## src/rtl/fwd_pkg.sv

```systemverilog
package fwd_pkg;

  typedef enum logic [1:0] {
    ST_IDLE  = 2'd0,
    ST_RUN   = 2'd1,
    ST_ALARM = 2'd2
  } fwdState_t;

  typedef struct packed {
    logic reload;
    logic decrement;
    logic expire;
    logic clearAlarm;
    logic ratioPulse;
  } fwdStrobes_t;

endpackage

```

## src/rtl/fwd_ctrl.sv

```systemverilog
module fwd_ctrl
  import fwd_pkg::*;
(
  input  logic        clk,
  input  logic        rstN,
  input  logic        wdEnable,
  input  logic        tickIn,
  input  logic        restartStb,
  input  logic        alarmClr,
  input  logic        ratioChg,
  input  logic        cntLast,
  output fwdStrobes_t stb
);

  fwdState_t state, stateNext;

  always_ff @(posedge clk) begin
    if (!rstN) state <= ST_IDLE;
    else       state <= stateNext;
  end

  always_comb begin
    stb            = '0;
    stb.ratioPulse = ratioChg;
    stateNext      = state;
    unique case (state)
      ST_IDLE: begin
        stb.reload = 1'b1;
        if (wdEnable) stateNext = ST_RUN;
      end
      ST_RUN: begin
        if (!wdEnable) begin
          stb.reload = 1'b1;
          stateNext  = ST_IDLE;
        end else if (restartStb) begin
          stb.reload = 1'b1;
        end else if (tickIn) begin
          if (cntLast) begin
            stb.expire = 1'b1;
            stateNext  = ST_ALARM;
          end else begin
            stb.decrement = 1'b1;
          end
        end
      end
      ST_ALARM: begin
        stb.reload = 1'b1;
        if (alarmClr) begin
          stb.clearAlarm = 1'b1;
          stateNext      = wdEnable ? ST_RUN : ST_IDLE;
        end
      end
      default: stateNext = ST_IDLE;
    endcase
  end

endmodule

```

## src/rtl/fwd_datapath.sv

```systemverilog
module fwd_datapath
  import fwd_pkg::*;
#(
  parameter int CNT_W      = 8,
  parameter int CODE_W     = 5,
  parameter int RST_CYCLES = 16
) (
  input  logic              clk,
  input  logic              rstN,
  input  fwdStrobes_t       stb,
  input  logic [CNT_W-1:0]  timeoutCount,
  input  logic [CODE_W-1:0] safeCode,
  output logic              cntLast,
  output logic              alarmStatus,
  output logic [CODE_W-1:0] overrideCode,
  output logic              overrideValid,
  output logic              sysRstN
);

  localparam int PULSE_W = $clog2(RST_CYCLES + 1);

  logic [CNT_W-1:0]   unitsLeft;
  logic [PULSE_W-1:0] pulseLeft;
  logic               pulseTrig;

  always_ff @(posedge clk) begin
    if (!rstN)              unitsLeft <= '0;
    else if (stb.reload)    unitsLeft <= timeoutCount;
    else if (stb.decrement) unitsLeft <= unitsLeft - CNT_W'(1);
  end

  assign cntLast = (unitsLeft <= CNT_W'(1));

  always_ff @(posedge clk) begin
    if (!rstN) begin
      alarmStatus   <= 1'b0;
      overrideValid <= 1'b0;
      overrideCode  <= '0;
    end else if (stb.expire) begin
      alarmStatus   <= 1'b1;
      overrideValid <= 1'b1;
      overrideCode  <= safeCode;
    end else if (stb.clearAlarm) begin
      alarmStatus   <= 1'b0;
      overrideValid <= 1'b0;
    end
  end

  assign pulseTrig = stb.expire | stb.ratioPulse;

  always_ff @(posedge clk) begin
    if (!rstN)                 pulseLeft <= '0;
    else if (pulseTrig)        pulseLeft <= PULSE_W'(RST_CYCLES);
    else if (pulseLeft != '0)  pulseLeft <= pulseLeft - PULSE_W'(1);
  end

  assign sysRstN = (pulseLeft == '0);

endmodule

```

## src/rtl/freq_watchdog.sv

```systemverilog
module freq_watchdog
  import fwd_pkg::*;
#(
  parameter int CNT_W      = 8,
  parameter int CODE_W     = 5,
  parameter int RST_CYCLES = 16
) (
  input  logic              clk,
  input  logic              rstN,
  input  logic              tickIn,
  input  logic              wdEnable,
  input  logic [CNT_W-1:0]  timeoutCount,
  input  logic [CODE_W-1:0] safeCode,
  input  logic              restartStb,
  input  logic              alarmClr,
  input  logic              ratioChg,
  output logic              alarmStatus,
  output logic [CODE_W-1:0] overrideCode,
  output logic              overrideValid,
  output logic              sysRstN
);

  fwdStrobes_t stb;
  logic        cntLast;

  fwd_ctrl u_ctrl (
    .clk        (clk),
    .rstN       (rstN),
    .wdEnable   (wdEnable),
    .tickIn     (tickIn),
    .restartStb (restartStb),
    .alarmClr   (alarmClr),
    .ratioChg   (ratioChg),
    .cntLast    (cntLast),
    .stb        (stb)
  );

  fwd_datapath #(
    .CNT_W      (CNT_W),
    .CODE_W     (CODE_W),
    .RST_CYCLES (RST_CYCLES)
  ) u_dp (
    .clk           (clk),
    .rstN          (rstN),
    .stb           (stb),
    .timeoutCount  (timeoutCount),
    .safeCode      (safeCode),
    .cntLast       (cntLast),
    .alarmStatus   (alarmStatus),
    .overrideCode  (overrideCode),
    .overrideValid (overrideValid),
    .sysRstN       (sysRstN)
  );

endmodule

```

## config.mk

```make
export PLATFORM = sky130hd
export DESIGN_NAME = freq_watchdog
export DESIGN_NICKNAME = d
export VERILOG_FILES = /design/src/rtl/fwd_pkg.sv /design/src/rtl/fwd_ctrl.sv /design/src/rtl/fwd_datapath.sv /design/src/rtl/freq_watchdog.sv
export SDC_FILE = /design/constraint.sdc
export NUM_CORES = 1
export LEC_CHECK = 0
export ABC_CLOCK_PERIOD_IN_PS = 1800
export BUFFER_PORTS_ARGS = -buffer_cell sky130_fd_sc_hd__buf_4
export CORE_MARGIN = 3
export CORE_UTILIZATION = 45
export CTS_BUF_LIST = sky130_fd_sc_hd__clkbuf_4 sky130_fd_sc_hd__clkbuf_8
export DETAILED_ROUTE_END_ITERATION = 10
export PLACE_DENSITY = 0.72
export SYNTH_ARGS = -nofsm -noshare
export SYNTH_HDL_FRONTEND = slang
export SYNTH_SLANG_ARGS = --single-unit
```

## constraint.sdc

```tcl
create_clock -name clk -period 1.8 [get_ports clk]
set_clock_uncertainty 0.05 [all_clocks]
set_input_delay 0.27 -clock clk [delete_from_list [all_inputs] [get_ports clk]]
set_output_delay 0.27 -clock clk [all_outputs]
set_load 0.02 [all_outputs]
```

==> results of run 1 <==
-- synth_stat cells (all sizes together) --
cell type	instances	area (um2)
dfxtp	21	420
a21oi	11	55.1
o21ai	11	55.1
nor2	9	33.8
inv	6	22.5
nand3	6	30.0
clkbuf	5	18.8
nand2	5	18.8
nor2b	5	31.3
or4	4	38.8
a31oi	3	18.8
ha	3	37.5
nand3b	3	22.5
nor3	3	15.0
nor4	3	31.3
xnor2	3	26.3
a211oi	2	15.0
a311oi	2	17.5
buf	2	18.8
nand2b	2	12.5
nand4	2	12.5
or3	2	13.8
or3b	2	17.5
a211o	1	8.76
a31o	1	8.76
and3b	1	8.76
mux2i	1	10.0
nand4b	1	8.76
nor4bb	1	10.0
o2111ai	1	8.76
o211a	1	10.0
o21a	1	7.51
o221ai	1	8.76
o31ai	1	7.51
o41ai	1	8.76
or2	1	6.26
or4b	1	10.0
xor2	1	8.76
-- where the power goes --
| part | switching [uW] | total [uW] | internal, uW | leakage, uW |
|---|---|---|---|---|
| sequential | 23.7 | 518 | 494 | 0.000175 |
| clock | 161 | 244 | 83.3 | 0.0000177 |
| combinational | 165 | 355 | 190 | 0.000431 |
-- worst min path at each step --
stage                               from                   end  slack [ns]  cells after the start
floorplan                       wdEnable       u_ctrl.state[0]        0.37                      1
global placement        u_dp.alarmStatus      u_dp.alarmStatus        0.41                      2
detailed placement  u_dp.overrideCode[1]  u_dp.overrideCode[1]        0.42                      2
CTS                          safeCode[1]  u_dp.overrideCode[1]        0.15                      3
global route                 safeCode[0]  u_dp.overrideCode[0]        0.15                      3
finish                       safeCode[1]  u_dp.overrideCode[1]        0.15                      3
-- per-stage QoR --
step                      cells  hold slack (ns)  total power (uW)
after CTS                   201            0.153              1080
after global routing        201            0.150              1170
after detailed placement    195            0.415               809
after floorplan             130            0.368               691
after global placement      195            0.413               797
final                       201            0.152              1120
-- metal layers --
layer  track usage  vias up
met4        0.0729        0
met2         0.326       26
met5             0        -
met3        0.0302        5
li1              -      576
met1         0.247      541
-- timing repair --
item,CTS,global route
setup buffers,1,0
setup endpoints to repair,17,21
hold buffers,0,0
gates cloned,1,0
hold endpoints to repair,0,0
gates resized for setup,11,25
pin swaps,8,15
-- registers in the layout (all words and copies together), names as in the netlist --
register,cells
u_ctrl.state,2
u_dp.unitsLeft,8
u_dp.alarmStatus,1
u_dp.pulseLeft,5
u_dp.overrideCode,5
-- cells by family after synthesis --
group                      share of synthesized area
xor gates and xnor gates                      0.0314
and+or+nand+nor                                0.288
adders and majority gates                     0.0337
buffers and inverters                         0.0539
DFF                                            0.377
AOI/OAI and AO/OA                              0.207
muxes                                        0.00898
-- cell type report --
cell class                      instances  area, um2  share of cell area
Clock buffer                            3       22.5              0.0139
Clock inverter                          1       5.00             0.00308
Inverter                                6       22.5              0.0139
Multi-Input combinational cell         97        764               0.470
Sequential cell                        21        430               0.265
Tap cell                               28       35.0              0.0216
Timing Repair Buffer                   45        345               0.212
-- worst reg2reg max path: cells and delay by family (launching register included) --
family / cells / cell delay, ns
compound gates: 2 / 0.34
flops: 1 / 0.36
simple gates: 2 / 1.09
==> out/qor.csv, run 1 <==
metric,value,unit
status,"complete, but fails checks",
failed_checks,negative setup slack,
chipWidth,55.8,um
layout_commonest_cell,sky130_fd_sc_hd__buf_4,
final_cell_mix,"sky130_fd_sc_hd__buf_4, sky130_fd_sc_hd__dfxtp_1, sky130_fd_sc_hd__a21oi_1, sky130_fd_sc_hd__nor2_1",
grt_use_total,0.194,
cts_tree,built,
critPathCaptureType,flop,
layout.core_utilization,0.714,
dp_worst_setup_slack,-0.107,ns
sequential_share_of_the_synthesized_area,0.377,
critical_path.endpoint,u_dp.unitsLeft[2],
synth.net_count,153,
netlist_instances,130,
remaining_drc_errors,0,
globalRoute.totalOverflow,0,
cts_inserted_buffers,3,
drt-pass1-iter-count,5,
relative_slew_slack,0.617,
dr_wl_met2,1460,um
cts_num_sinks,21,
hp-class,in2reg,
io_buffer_count,27,
critical_path.startpoint,u_dp.unitsLeft[4],
place.gp.congestion,0.859,
ctsHtreeMaxLevel,1,
cp.buffers_inverters,0,
fin_crit,1.90,ns
ffs_latches_synth,21,
max_cap_viol_count,0,
grt_max_degree,18,
ir_worst_vdd,0.000670,V
buffer_levels_on_the_longest_clock_path,2,
detail_route.wl_per_cell,14.8,um
grt_pass1_vias,1049,
total_met3_wirelength_after_detailed_routing,147,um
critical_path_depth,4,
synth_warnings,0,
critical-path-top-cell-by-count,sky130_fd_sc_hd__or4_4,
syn_area_per_cell,8.58,um2
std_cell_rows,17,
min_period_over_period,1.06,
routed_via_density,5.71,
fp.dieArea,3110,um2
wirelength_met1,1320,um
antennaDiodeCount,0,
syn_to_final_growth,45.8,%
synthesis.area,1110,um2
critical-path-slowest-cell,sky130_fd_sc_hd__or4_4,
worst_pin_slew,0.574,ns
r2r_start,u_dp.unitsLeft[4],
timing.critical_path.fanout_max,5,
num_vias,1148,
worstSkewPairLatency,0.32,ns
initial_utilization,0.490,
drive_gt1_frac,0.486,
setup_viol_count_final,11,
slew_viol_final,0,
wl,2980,um
topRoutingLayerUsed,met4,
timing.critical_path.cells,"or4_4, or4_4, a31o_1, a31oi_1",
yosys.cell_types.count,44,
critical-path-max-stage-delay,0.55,ns
fin_area,1630,um2
power_leakage,0.000623,uW
total_half_perimeter_wirelength_after_legalization_and_detailed_placement,2110,um
clkSlewWorstSetupHoldPaths,0.13,ns
rsz0062_at_grt,yes,
worstReg2RegEnd,u_dp.unitsLeft[2],
fin_tns_setup,-0.630,ns
hold_violations,0,
ant_nets,0,
critPathRequiredTime,2.01,ns
family_with_the_most_delay_on_the_worst_path,simple AND/OR/NAND/NOR gates,
critPathArrivalTime,2.12,ns
clockRootBuffer,sky130_fd_sc_hd__clkbuf_4,
grt_first_pass_wirelength,4790,um
postLayoutSetupSlackWorst,-0.104,ns
initial_antenna_violation_count,0,
dr.first_iter.drc_count,39,
number_of_fill_cells,174,
timing.reg2reg.worst_path_depth,4,
die_y,55.8,um
detailed_place.area,1460,um2
r2r_setup_slack,-0.10,ns
io_pins,28,
core,2280,um2
critical_path_class,reg2reg,
critical_path.startpoint_type,flop,
power.density_cell_area,687,nW/um2
nets_final,197,
fmaxAchievable,525,MHz
(Power assumes the default switching activity.)
==> inputs of run 2 (changes only) <==
--- a/config.mk
+++ b/config.mk
@@ -7,11 +7,13 @@
 export LEC_CHECK = 0
 export ABC_CLOCK_PERIOD_IN_PS = 1800
 export BUFFER_PORTS_ARGS = -buffer_cell sky130_fd_sc_hd__buf_4
+export CELL_PAD_IN_SITES_DETAIL_PLACEMENT = 0
+export CELL_PAD_IN_SITES_GLOBAL_PLACEMENT = 1
 export CORE_MARGIN = 3
-export CORE_UTILIZATION = 45
+export CORE_UTILIZATION = 36
 export CTS_BUF_LIST = sky130_fd_sc_hd__clkbuf_4 sky130_fd_sc_hd__clkbuf_8
 export DETAILED_ROUTE_END_ITERATION = 10
-export PLACE_DENSITY = 0.72
+export PLACE_DENSITY_LB_ADDON = 0.1
 export SYNTH_ARGS = -nofsm -noshare
 export SYNTH_HDL_FRONTEND = slang
 export SYNTH_SLANG_ARGS = --single-unit
==> run 2 against run 1 <==
  * The flow still finishes with violations (negative setup slack)
  * Power increased by 0.98%
  * Routed wire length increased by 5.7%
  * Non-clock buffer count increased by 9
  * Sequential power about the same
  * Sequential share of layout area decreased by 1.1 points
  * Critical path type unchanged
==> out/qor.csv, run 2 (synthesized netlist as in run 1, its figures left out) <==
metric,value,unit
place.gp.congestion,0.767,
fin_crit,1.88,ns
std_cell_rows,19,
dp_worst_setup_slack,-0.112,ns
worst_pin_slew,0.555,ns
detail_route.wl_per_cell,14.8,um
critical_path_class,reg2reg,
chipWidth,61.7,um
cts_hold_buffers,0,
critPathRequiredTime,1.94,ns
wl,3150,um
io_pins,28,
worstSkewPairLatency,0.31,ns
top_regs,"u_dp.unitsLeft (8), u_dp.overrideCode (5), u_dp.pulseLeft (5)",
max_cap_viol_count,0,
core,2850,um2
setup_viol_count_final,12,
critical_path.startpoint_type,flop,
grt_first_pass_wirelength,4860,um
ctsHtreeMaxLevel,1,
critPathCaptureType,flop,
fin_area,1690,um2
clkSlewWorstSetupHoldPaths,0.12,ns
initial_antenna_violation_count,0,
total_half_perimeter_wirelength_after_legalization_and_detailed_placement,2220,um
postLayoutSetupSlackWorst,-0.0838,ns
fmaxAchievable,531,MHz
grt_use_total,0.175,
initial_utilization,0.391,
power.density_cell_area,668,nW/um2
timing.critical_path.fanout_max,4,
drt-pass1-iter-count,4,
buffer_levels_on_the_longest_clock_path,2,
clockRootBuffer,sky130_fd_sc_hd__clkbuf_4,
r2r_start,u_dp.unitsLeft[5],
routed_via_density,5.50,
critPathArrivalTime,2.02,ns
nets_final,206,
cts_tree,built,
cts_inserted_buffers,3,
slew_viol_final,0,
hp-class,in2reg,
relative_slew_slack,0.630,
detailed_place.area,1490,um2
grt_max_degree,18,
status,"complete, but fails checks",
drive_gt1_frac,0.505,
grt_pass1_vias,1065,
number_of_flip_flops_under_the_largest_register_name,8,
syn_to_final_growth,51.5,%
rsz0062_at_grt,yes,
die_y,61.7,um
fin_total_pwr,1130,uW
layout_commonest_cell,sky130_fd_sc_hd__buf_4,
failed_checks,negative setup slack,
fp.dieArea,3800,um2
timing.hold.worst.start,safeCode[3],
hold_violations,0,
cts_num_sinks,21,
dr.first_iter.drc_count,21,
power_leakage,0.000670,uW
critical_path.startpoint,u_dp.unitsLeft[5],
antennaDiodeCount,0,
io_buffer_count,27,
ir_worst_vdd,0.000672,V
final_cell_mix,"sky130_fd_sc_hd__buf_4, sky130_fd_sc_hd__dfxtp_1, sky130_fd_sc_hd__a21oi_1, sky130_fd_sc_hd__nor2_1, sky130_fd_sc_hd__o21ai_0",
num_vias,1171,
remaining_drc_errors,0,
min_period_over_period,1.05,
ant_nets,0,
globalRoute.totalOverflow,0,
largest-register,u_dp.unitsLeft,
==> run 2: changes by cell type in the layout (fill, tap and decap cells not counted), sizes merged <==
cell	delta
buf	+9
==> run 2: path summary, 6_finish.rpt <==
kind	slack [ns]	cells past startpoint	to
worst max-delay path	-0.08	4	u_dp.overrideCode[0]
worst min-delay path	0.17	3	u_dp.overrideCode[3]
worst max register to register	-0.08	4	u_dp.overrideCode[0]
worst min register to register	0.43	2	u_dp.overrideCode[3]
==> run 2: repair_timing <==
action / CTS / global route
setup endpoints to repair: 17 / 21
gates resized for setup: 19 / 15
gates cloned: 1 / 0
setup buffers: 4 / 3
pin swaps: 18 / 13
==> run 2: cell type report <==
cell class	instances	area (um2)
clock inverter	1	5.00
tap	31	38.8
sequential	21	428
inverter	6	25.0
multi-input combinational	97	757
clock buffer	3	22.5
fill	254	1160
timing repair buffer	54	413
==> run 2: per-layer routing <==
layer / part of all wire / track usage / vias up
li1: - / - / 591
met1: 0.45 / 0.232 / 548
met2: 0.49 / 0.286 / 26
met4: 0.014 / 0.0394 / 0
met3: 0.047 / 0.0440 / 6
met5: 0 / 0 / -
==> run 2: worst max-delay path: stages, from the launching register on <==
cell and delay, ns:
sky130_fd_sc_hd__dfxtp_2 0.34, sky130_fd_sc_hd__or4_4 0.57, sky130_fd_sc_hd__or4_4 0.57, sky130_fd_sc_hd__o21ai_1 0.15, sky130_fd_sc_hd__a21oi_1 0.08
==> run 2: stage by stage <==
step / hold slack, ns / setup TNS [ns] / utilization / std cells
after floorplan: 0.368 / -0.797 / - / 130
after global placement: 0.413 / -0.862 / 0.521 / 201
after detailed placement: 0.419 / -0.836 / 0.521 / 201
after CTS: 0.155 / -1.54 / 0.569 / 210
after global routing: 0.155 / -1.28 / 0.592 / 213
final: 0.165 / -0.476 / 0.592 / 213
==> run 2: where the power goes <==
group          leakage, uW  internal [uW]  total, uW  switching [uW]
Combinational     0.000478            207        379             172
Clock            0.0000177           82.9        232             149
Sequential        0.000174            495        517            22.0
==> inputs of run 3 (changes only) <==
--- a/config.mk
+++ b/config.mk
@@ -6,13 +6,12 @@
 export NUM_CORES = 1
 export LEC_CHECK = 0
 export ABC_CLOCK_PERIOD_IN_PS = 1800
-export BUFFER_PORTS_ARGS = -buffer_cell sky130_fd_sc_hd__buf_4
 export CELL_PAD_IN_SITES_DETAIL_PLACEMENT = 0
-export CELL_PAD_IN_SITES_GLOBAL_PLACEMENT = 1
+export CELL_PAD_IN_SITES_GLOBAL_PLACEMENT = 2
 export CORE_MARGIN = 3
-export CORE_UTILIZATION = 36
-export CTS_BUF_LIST = sky130_fd_sc_hd__clkbuf_4 sky130_fd_sc_hd__clkbuf_8
+export CORE_UTILIZATION = 32
 export DETAILED_ROUTE_END_ITERATION = 10
+export DONT_BUFFER_PORTS = 1
 export PLACE_DENSITY_LB_ADDON = 0.1
 export SYNTH_ARGS = -nofsm -noshare
 export SYNTH_HDL_FRONTEND = slang
==> run 3 against run 2 <==
  * The flow still finishes with violations (negative setup slack)
  * First-iteration DRC count up 71%
  * Flip-flop and latch count unchanged
  * Cell count down 5.2%
  * Critical path depth up 4
  * Worst setup slack worse by 0.022 ns
  * Die area up 11%
  * Largest power group unchanged
  * Clock-buffer cell count unchanged
  * Sequential power about the same
  * Sequential share of layout area up 3.4 points
==> out/qor.csv, run 3 (synthesized netlist as in run 1, its figures left out) <==
metric,value,unit
power_leakage,0.000548,uW
fmaxAchievable,525,MHz
number_of_flip_flops_under_the_largest_register_name,8,
failed_checks,negative setup slack,
critPathArrivalTime,2.10,ns
r2r_start,u_dp.unitsLeft[1],
rsz0062_at_grt,yes,
ctsHtreeMaxLevel,1,
ant_nets,0,
timing.critical_path.cells,"inv_1, ha_2, nor2_4, nor4_4, buf_4, buf_4, or4_1, a31oi_1",
critical-path-top-cell-by-count,sky130_fd_sc_hd__buf_4,
final_cell_mix,"sky130_fd_sc_hd__buf_4, sky130_fd_sc_hd__dfxtp_1, sky130_fd_sc_hd__a21oi_1, sky130_fd_sc_hd__o21ai_0, sky130_fd_sc_hd__dfxtp_2",
initial_utilization,0.351,
ir_worst_vdd,0.000345,V
cts_inserted_buffers,3,
cp.buffers_inverters,3,
wl,3170,um
cts_tree,built,
detail_route.wl_per_cell,15.7,um
buffer_levels_on_the_longest_clock_path,2,
grt_use_total,0.158,
std_cell_rows,20,
critPathRequiredTime,2.00,ns
slew_viol_final,0,
max_cap_viol_count,0,
core,3180,um2
largest-register,u_dp.unitsLeft,
clkSlewWorstSetupHoldPaths,0.12,ns
fin_crit,1.91,ns
relative_slew_slack,0.726,
antennaDiodeCount,0,
hold-path-cell-count,2,
worstReg2RegEnd,u_dp.unitsLeft[7],
postLayoutSetupSlackWorst,-0.106,ns
nets_final,182,
clockRootBuffer,sky130_fd_sc_hd__clkbuf_4,
critical_path_class,reg2reg,
grt_pass1_vias,1063,
timing.reg2reg.worst_path_depth,8,
syn_to_final_growth,33.9,%
die_y,65.0,um
grt_max_degree,18,
min_period_over_period,1.06,
drt-pass1-iter-count,4,
routed_via_density,5.34,
worstSkewPairLatency,0.31,ns
drive_gt1_frac,0.399,
total_half_perimeter_wirelength_after_legalization_and_detailed_placement,2150,um
top_regs,"u_dp.unitsLeft (8), u_dp.overrideCode (5), u_dp.pulseLeft (5)",
worst_pin_slew,0.410,ns
fp.dieArea,4230,um2
layout_commonest_cell,sky130_fd_sc_hd__buf_4,
cts_num_sinks,21,
fin_tns_setup,-0.606,ns
critical-path-slowest-cell,sky130_fd_sc_hd__or4_1,
critical-path-max-stage-delay,0.49,ns
critical_path.startpoint_type,flop,
chipWidth,65.0,um
dp_worst_setup_slack,-0.131,ns
initial_antenna_violation_count,0,
remaining_drc_errors,0,
family_with_the_most_delay_on_the_worst_path,simple AND/OR/NAND/NOR gates,
grt_first_pass_wirelength,5140,um
place.gp.congestion,0.878,
timing.hold.worst.start,rstN,
hold_violations,0,
io_buffer_count,0,
globalRoute.totalOverflow,0,
hp-class,in2reg,
dr.first_iter.drc_count,36,
num_vias,1079,
io_pins,28,
r2r_setup_slack,-0.11,ns
timing.critical_path.fanout_max,5,
whs_endpoint,u_dp.unitsLeft[6],
power.density_cell_area,743,nW/um2
status,"complete, but fails checks",
setup_viol_count_final,13,
critPathCaptureType,flop,
[run 3: what timing repair did]
action,CTS,global route
pin swaps,7,13
endpoints found under the setup margin,17,17
resized for setup,13,12
hold endpoints to repair,0,1
buffers inserted,5,6
hold buffers,0,1
[run 3: layout make-up]
type	count	area, um2
multi-input combinational	96	716
inverter	6	22.5
clock inverter	1	5.00
fill	333	1690
clock buffer	3	22.5
tap	44	55.1
timing repair buffer	31	243
sequential	21	429
[run 3: layer usage]
| metal | wire length, um | GRT usage | vias up |
|---|---|---|---|
| met1 | 1430 | 0.201 | 510 |
| met3 | 183 | 0.0555 | 4 |
| li1 | - | - | 539 |
| met2 | 1520 | 0.252 | 26 |
| met4 | 40 | 0.0466 | 0 |
| met5 | 0 | 0 | - |
[run 3: through the flow]
| stage | utilization | cells | instance area (um2) | hold WS (ns) | power (uW) |
|---|---|---|---|---|---|
| global route | 0.470 | 202 | 1490 | 0.00279 | 1180 |
| global placement | 0.406 | 186 | 1290 | 0.359 | 766 |
| detailed placement | 0.406 | 186 | 1290 | 0.357 | 771 |
| finish | 0.470 | 202 | 1490 | 0.0273 | 1110 |
| CTS | 0.441 | 195 | 1400 | 0.0108 | 1090 |
| floorplan | - | 130 | 1130 | 0.368 | 691 |
[run 3: how the worst max path moves through the flow]
stage	startpoint	endpoint	slack, ns	cells after the start
after floorplan	u_dp.unitsLeft[5]	u_dp.unitsLeft[2]	-0.13	5
after global placement	u_dp.unitsLeft[5]	u_dp.unitsLeft[2]	-0.09	4
final	u_dp.unitsLeft[1]	u_dp.unitsLeft[7]	-0.11	8
after detailed placement	u_dp.unitsLeft[5]	u_dp.unitsLeft[2]	-0.13	4
after global routing	u_dp.unitsLeft[7]	u_dp.unitsLeft[0]	-0.18	5
after CTS	u_dp.unitsLeft[7]	u_dp.unitsLeft[0]	-0.06	5
[run 3: power breakdown]
| group | switching, uW | internal [uW] |
|---|---|---|
| sequential | 23.8 | 495 |
| clock | 152 | 83.2 |
| combinational | 156 | 198 |
| total | 333 | 777 |
